`config.mk`:
```
export PLATFORM = sky130hd
export DESIGN_NAME = spiw_packetizer
export DESIGN_NICKNAME = d
export VERILOG_FILES = /design/src/rtl/pkt_pkg.sv /design/src/rtl/pkt_crc16.sv /design/src/rtl/pkt_sizer.sv /design/src/rtl/rsp_scan.sv /design/src/rtl/spiw_packetizer.sv
export SDC_FILE = /design/constraint.sdc
export NUM_CORES = 1
export LEC_CHECK = 0
export CAP_MARGIN = 15
export CORE_ASPECT_RATIO = 1.75
export CORE_MARGIN = 2
export CORE_UTILIZATION = 60
export CTS_CLUSTER_SIZE = 14
export DETAILED_ROUTE_END_ITERATION = 7
export PLACE_DENSITY = 0.91
export SYNTH_ARGS = -nofsm -noshare
export SYNTH_HDL_FRONTEND = slang
export SYNTH_SLANG_ARGS = --single-unit
```
`constraint.sdc`:
```
create_clock -name clk -period 7.3 [get_ports clk]
set_clock_uncertainty 0.1 [all_clocks]
set_input_delay 2.19 -clock clk [delete_from_list [all_inputs] [get_ports clk]]
set_output_delay 2.19 -clock clk [all_outputs]
set_load 0.05 [all_outputs]
```
`src/rtl/pkt_pkg.sv`:
```
package pkt_pkg;

    localparam logic [3:0] HDR_TAG   = 4'hF;
    localparam logic [3:0] RSP_TAG   = 4'hC;
    localparam logic [3:0] ORD_FIRST = 4'd1;
    localparam logic [3:0] ORD_INNER = 4'd2;
    localparam logic [3:0] ORD_LAST  = 4'd3;
    localparam logic [15:0] CRC_PRESET = 16'hFFFF;
    localparam logic [15:0] CRC_POLY   = 16'h1021;

    typedef enum logic [2:0] {
        ST_IDLE,
        ST_HDR,
        ST_DATA,
        ST_CRCH,
        ST_CRCL,
        ST_RSP
    } pst_e;

    // One byte through the CCITT polynomial, most significant bit first.
    function automatic logic [15:0] crc16_byte(input logic [15:0] c_in,
                                               input logic [7:0]  b);
        logic [15:0] c;
        logic        fb;
        c = c_in;
        for (int i = 7; i >= 0; i--) begin
            fb = c[15] ^ b[i];
            c  = {c[14:0], 1'b0} ^ (fb ? CRC_POLY : 16'h0000);
        end
        return c;
    endfunction

endpackage

```
`src/rtl/pkt_crc16.sv`:
```
module pkt_crc16
    import pkt_pkg::*;
(
    input  logic        clk,
    input  logic        rst_n,
    input  logic        clr,
    input  logic        upd,
    input  logic [7:0]  din,
    output logic [15:0] crc
);
    logic [15:0] crc_d, crc_q;

    always_comb begin
        crc_d = crc_q;
        if (clr) begin
            crc_d = CRC_PRESET;
        end else if (upd) begin
            crc_d = crc16_byte(crc_q, din);
        end
    end

    always_ff @(posedge clk or negedge rst_n) begin
        if (!rst_n) crc_q <= CRC_PRESET;
        else        crc_q <= crc_d;
    end

    assign crc = crc_q;
endmodule

```
`src/rtl/pkt_sizer.sv`:
```
module pkt_sizer
    import pkt_pkg::*;
#(
    parameter int LEN_W   = 24,
    parameter int CODE_W  = 3,
    parameter int MIN_LOG = 8,
    parameter int MAX_LOG = 13
) (
    input  logic [CODE_W-1:0] code,
    input  logic [LEN_W-1:0]  rem,
    input  logic              first,
    output logic [LEN_W-1:0]  chunk,
    output logic              last,
    output logic [3:0]        order
);
    localparam int MAX_CODE = MAX_LOG - MIN_LOG;

    logic [CODE_W-1:0] eff;
    logic [LEN_W-1:0]  psize;

    always_comb begin
        eff   = (code > CODE_W'(MAX_CODE)) ? CODE_W'(MAX_CODE) : code;
        psize = LEN_W'(1) << (int'(eff) + MIN_LOG);
        last  = (rem <= psize);
        chunk = last ? rem : psize;
        order = last ? ORD_LAST : (first ? ORD_FIRST : ORD_INNER);
    end
endmodule

```
`src/rtl/rsp_scan.sv`:
```
module rsp_scan
    import pkt_pkg::*;
#(
    parameter int NB = 4
) (
    input  logic [NB*8-1:0] bytes,
    output logic            ok
);
    localparam int NS = NB - 1;

    logic [NS-1:0] hit;
    logic          found;
    logic [3:0]    sel_lo;
    logic [7:0]    sel_nx;

    for (genvar g = 0; g < NS; g++) begin : g_hit
        assign hit[g] = (bytes[g*8+4 +: 4] == RSP_TAG);
    end

    // Ascending walk: the highest matching index is the one that sticks.
    always_comb begin
        found  = 1'b0;
        sel_lo = 4'h0;
        sel_nx = 8'h00;
        for (int i = 0; i < NS; i++) begin
            if (hit[i]) begin
                found  = 1'b1;
                sel_lo = bytes[i*8 +: 4];
                sel_nx = bytes[(i+1)*8 +: 8];
            end
        end
        ok = found && (sel_lo == ORD_LAST) && (sel_nx == 8'h00);
    end
endmodule

```
`src/rtl/spiw_packetizer.sv`:
```
module spiw_packetizer
    import pkt_pkg::*;
#(
    parameter int LEN_W   = 24,
    parameter int CODE_W  = 3,
    parameter int MIN_LOG = 8,
    parameter int MAX_LOG = 13,
    parameter int RSP_N   = 4
) (
    input  logic              clk,
    input  logic              rst_n,
    input  logic              start,
    input  logic [LEN_W-1:0]  total_len,
    input  logic [CODE_W-1:0] size_code,
    input  logic              crc_en,
    input  logic              in_valid,
    input  logic [7:0]        in_data,
    output logic              in_ready,
    output logic              spi_req,
    output logic              spi_rd,
    output logic [7:0]        spi_wdata,
    input  logic              spi_rdy,
    input  logic [7:0]        spi_rdata,
    output logic              done,
    output logic              err
);
    localparam int IDX_W = $clog2(RSP_N);
    localparam int RB_W  = RSP_N * 8;

    typedef struct packed {
        pst_e              state;
        logic [LEN_W-1:0]  rem;
        logic [LEN_W-1:0]  pkt_left;
        logic [CODE_W-1:0] code;
        logic              crc_on;
        logic              first;
        logic [IDX_W-1:0]  idx;
        logic [RB_W-1:0]   rbuf;
        logic              done;
        logic              err;
    } ctl_t;

    ctl_t q, d;

    logic [LEN_W-1:0] chunk;
    logic             pkt_last;
    logic [3:0]       order;
    logic [15:0]      crc_val;
    logic             crc_clr;
    logic             crc_upd;
    logic [RB_W-1:0]  rsp_view;
    logic             rsp_ok;

    pkt_sizer #(
        .LEN_W  (LEN_W),
        .CODE_W (CODE_W),
        .MIN_LOG(MIN_LOG),
        .MAX_LOG(MAX_LOG)
    ) u_sizer (
        .code (q.code),
        .rem  (q.rem),
        .first(q.first),
        .chunk(chunk),
        .last (pkt_last),
        .order(order)
    );

    pkt_crc16 u_crc (
        .clk  (clk),
        .rst_n(rst_n),
        .clr  (crc_clr),
        .upd  (crc_upd),
        .din  (in_data),
        .crc  (crc_val)
    );

    // Window as it stands once the byte now arriving is in the last slot.
    always_comb begin
        rsp_view = q.rbuf;
        rsp_view[RB_W-8 +: 8] = spi_rdata;
    end

    rsp_scan #(.NB(RSP_N)) u_scan (
        .bytes(rsp_view),
        .ok   (rsp_ok)
    );

    always_comb begin
        d         = q;
        d.done    = 1'b0;
        d.err     = 1'b0;
        spi_req   = 1'b0;
        spi_rd    = 1'b0;
        spi_wdata = 8'h00;
        in_ready  = 1'b0;
        crc_clr   = 1'b0;
        crc_upd   = 1'b0;

        unique case (q.state)
            ST_IDLE: begin
                if (start) begin
                    if (total_len == '0) begin
                        d.done = 1'b1;
                        d.err  = 1'b1;
                    end else begin
                        d.state  = ST_HDR;
                        d.rem    = total_len;
                        d.code   = size_code;
                        d.crc_on = crc_en;
                        d.first  = 1'b1;
                    end
                end
            end
            ST_HDR: begin
                spi_req   = 1'b1;
                spi_wdata = {HDR_TAG, order};
                if (spi_rdy) begin
                    d.pkt_left = chunk;
                    d.first    = 1'b0;
                    d.state    = ST_DATA;
                    crc_clr    = 1'b1;
                end
            end
            ST_DATA: begin
                spi_req   = in_valid;
                spi_wdata = in_data;
                in_ready  = spi_rdy;
                if (in_valid && spi_rdy) begin
                    crc_upd    = 1'b1;
                    d.rem      = q.rem - 1'b1;
                    d.pkt_left = q.pkt_left - 1'b1;
                    if (q.pkt_left == LEN_W'(1)) begin
                        d.idx = '0;
                        if (q.crc_on)            d.state = ST_CRCH;
                        else if (q.rem == LEN_W'(1)) d.state = ST_RSP;
                        else                     d.state = ST_HDR;
                    end
                end
            end
            ST_CRCH: begin
                spi_req   = 1'b1;
                spi_wdata = crc_val[15:8];
                if (spi_rdy) d.state = ST_CRCL;
            end
            ST_CRCL: begin
                spi_req   = 1'b1;
                spi_wdata = crc_val[7:0];
                if (spi_rdy) begin
                    d.idx   = '0;
                    d.state = (q.rem == '0) ? ST_RSP : ST_HDR;
                end
            end
            ST_RSP: begin
                spi_req = 1'b1;
                spi_rd  = 1'b1;
                if (spi_rdy) begin
                    d.rbuf[{q.idx, 3'b000} +: 8] = spi_rdata;
                    d.idx = q.idx + 1'b1;
                    if (q.idx == IDX_W'(RSP_N - 1)) begin
                        d.state = ST_IDLE;
                        d.done  = 1'b1;
                        d.err   = !rsp_ok;
                    end
                end
            end
            default: d.state = ST_IDLE;
        endcase
    end

    always_ff @(posedge clk or negedge rst_n) begin
        if (!rst_n) begin
            q <= '{state: ST_IDLE, default: '0};
        end else begin
            q <= d;
        end
    end

    assign done = q.done;
    assign err  = q.err;
endmodule

```
==> results.json <==
{
  "status": "completed",
  "slowest_stage": "clkdlybuf4s50_1",
  "max_cap_violations": 0,
  "reg2reg_from": "q[89]",
  "endpoint_kind": "output pin",
  "vias_per_cell": 6.55,
  "cts_max_level": 3,
  "synth_area_leader_cell": "dfrtp_1",
  "clock_path_buffers": 2,
  "avgSynthCellArea_um2": 8.48,
  "setup_tns_ns": 0,
  "slew_headroom": 0.278,
  "clock_latency_ns": 0.35,
  "place_inst": 869,
  "tightest_slew_ns": 1.08,
  "peakVddDrop_v": 0.000377,
  "rows": 48,
  "grt_max_degree": 69,
  "post_cts_resized": 0,
  "synth_cell_types": 73,
  "crit_chain": "clkdlybuf4s50_1 > a21oi_1 > a21oi_1 > a21oi_1 > o21ai_0 > clkdlybuf4s50_1",
  "chipHeight_um": 137,
  "dr.pass1.iters": 5,
  "postPlaceCellArea_mm2": 0.00672,
  "fill_cells": 751,
  "grt_pass1_wl_um": 27000,
  "final-setup-viol-count": 0,
  "cts_sinks": 100,
  "finalHoldWorstSlack_ns": 0.389,
  "antenna_found_initial": 0,
  "grt_pass1_vias": 5810,
  "final.min_clock_period_ns": 6.34,
  "avgRoutedWirePerCell_um": 18.5,
  "leakage_nw": 2.70,
  "hold_viol": 0,
  "fp.dieW_um": 80.0,
  "die-area_mm2": 0.0110,
  "instances_no_fill": 885,
  "required_ns": 5.01,
  "clkTransAtPathRegs_ns": 0.07,
  "grtUsageTotal": 0.313,
  "num_antenna_cells": 0,
  "critPathMaxFanout": 2,
  "hpwl_um": 11700,
  "ant_nets": 0,
  "syn_inst": 716,
  "cpMostUsedCell": "a21oi_1",
  "seq_area_frac_synth": 0.416,
  "syn_area_mm2": 0.00607,
  "cts_tree": "built",
  "synthesis.nets": 780,
  "holdBufCountCts": 0,
  "powerDensity_mw_per_mm2": 443,
  "synthFlopType": "dfrtp_1",
  "wl_um": 16400,
  "crit_start": "in_data[1]",
  "gp_congestion": 0.910,
  "period_share": 0.868,
  "synth_top_area_share": 0.346,
  "cts-root-buf": "clkbuf_16",
  "numCtsBuffers": 9,
  "drv_slew": 0,
  "critPathKind": "in -> out",
  "cpPeakStageDelay_ns": 0.83,
  "cts_setup_buffers": 0,
  "pin_count": 62,
  "synth_top_cells_by_area": "dfrtp_1 35%, dfstp_2 6.9%, nand2_1 6.2%",
  "synth_edf_count": 0,
  "port_buffers": 61,
  "drt_iter0_drc": 543,
  "nNetsFinal": 819,
  "via_count": 5796,
  "synth_warnings": 0,
  "startpoint_type": "primary input",
  "area_growth_syn_to_layout_pct": 15.2,
  "hold_class": "reg -> reg",
  "initial_core_util": 0.616,
  "cp_data_arrival_time_ns": 4.05,
  "synthArstFlopShare": 1.00,
  "rsz0062_at_grt": "no",
  "fin_area_mm2": 0.00699,
  "core-area_mm2": 0.00985,
  "drcViolationCount": 0,
  "final_layout_size_suffix_gt1_frac": 0.0868,
  "gr-total-overflow": 0,
  "fin_util": 0.709,
  "synth-seq-cells": 100,
  "max_clock_freq_mhz": 158
}
## power by group
group / internal (mW) / switching, mW
clock: 0.235 / 0.218
sequential: 0.785 / 0.287
combinational: 0.608 / 0.960
## placed cells by master (no fill, tap or decap), drive strengths merged, types with 4 or more instances in the layout
| cell type | n |
|---|---|
| a21oi | 59 |
| a221o | 5 |
| a22oi | 6 |
| a31oi | 9 |
| and3 | 4 |
| buf | 6 |
| clkbuf | 10 |
| clkdlybuf4s50 | 60 |
| dfrtp | 84 |
| dfstp | 16 |
| ha | 15 |
| inv | 21 |
| mux2 | 9 |
| mux2i | 5 |
| nand2 | 101 |
| nand2b | 5 |
| nand3 | 16 |
| nor2 | 78 |
| nor3 | 30 |
| nor3b | 7 |
| nor4 | 25 |
| nor4b | 4 |
| o21a | 5 |
| o21ai | 68 |
| o22a | 10 |
| o31ai | 9 |
| or2 | 5 |
| or3 | 7 |
| or4 | 4 |
| xnor2 | 21 |
| xor2 | 5 |
## area by class of cell
class	count	area, um2	area share
inverters	17	63.8	0.00913
clock buffers	10	229	0.0328
flip-flops and latches	100	2520	0.361
multi-input cells	561	3330	0.476
well taps	125	156	0.0224
clock inverters	6	43.8	0.00627
repair buffers	66	646	0.0924
## cell usage after synthesis, types with 5 or more instances
library cell / number
xor2_1: 5
nand3_1: 16
clkbuf_1: 33
mux2i_1: 5
mux2_2: 9
a31oi_1: 9
nor3b_1: 7
dfrtp_1: 84
o21a_1: 5
nand2_1: 101
a22oi_1: 6
nor4_1: 24
nor2_1: 77
dfstp_2: 16
inv_1: 17
ha_1: 15
a221o_1: 5
nor3_1: 28
o31ai_1: 9
o22a_1: 9
xnor2_1: 21
o21ai_0: 68
a21oi_1: 59
## critical path, delay by kind of cell
family	cells	cell delay (ns)
AO/OA/AOI/OAI	4	0.50
buffers and inverters	2	1.36
## logic make-up after synthesis
kind of cell,Yosys count,share of synthesized area
xor+xnor,26,0.0375
mux,14,0.0249
buf+inv,55,0.0369
compound gates,206,0.211
simple gates,300,0.243
flops,100,0.416
fa+ha+maj,15,0.0309
## final timing paths
kind | depth (start not counted) | slack [ns] | endpoint
hold reg to reg | 2 | 0.39 | flop
setup reg to reg | 6 | 4.15 | q[51]
min in group asynchronous | 1 | 1.66 | asynchronous set/reset pin
setup / recovery | 6 | 0.96 | spi_wdata[1]
max in group asynchronous | 2 | 4.19 | q[62]
hold / removal | 2 | 0.39 | flop
## through the flow
step           power (mW)  setup WS (ns)
2_1_floorplan        2.15           1.52
3_3_place_gp         2.52           1.08
3_5_place_dp         2.61          0.975
4_1_cts              3.07          0.966
5_1_grt              3.29          0.901
6_report             3.09          0.960
## per-layer routing
layer / vias to the layer above / wire length [um] / share of wire / track usage
li1: 2671 / - / - / -
met1: 2744 / 6090 / 0.37 / 0.356
met2: 307 / 8400 / 0.51 / 0.545
met3: 74 / 953 / 0.058 / 0.0449
met4: 0 / 904 / 0.055 / 0.190
met5: - / 0 / 0 / 0
Power figures use the tool's default switching activity.
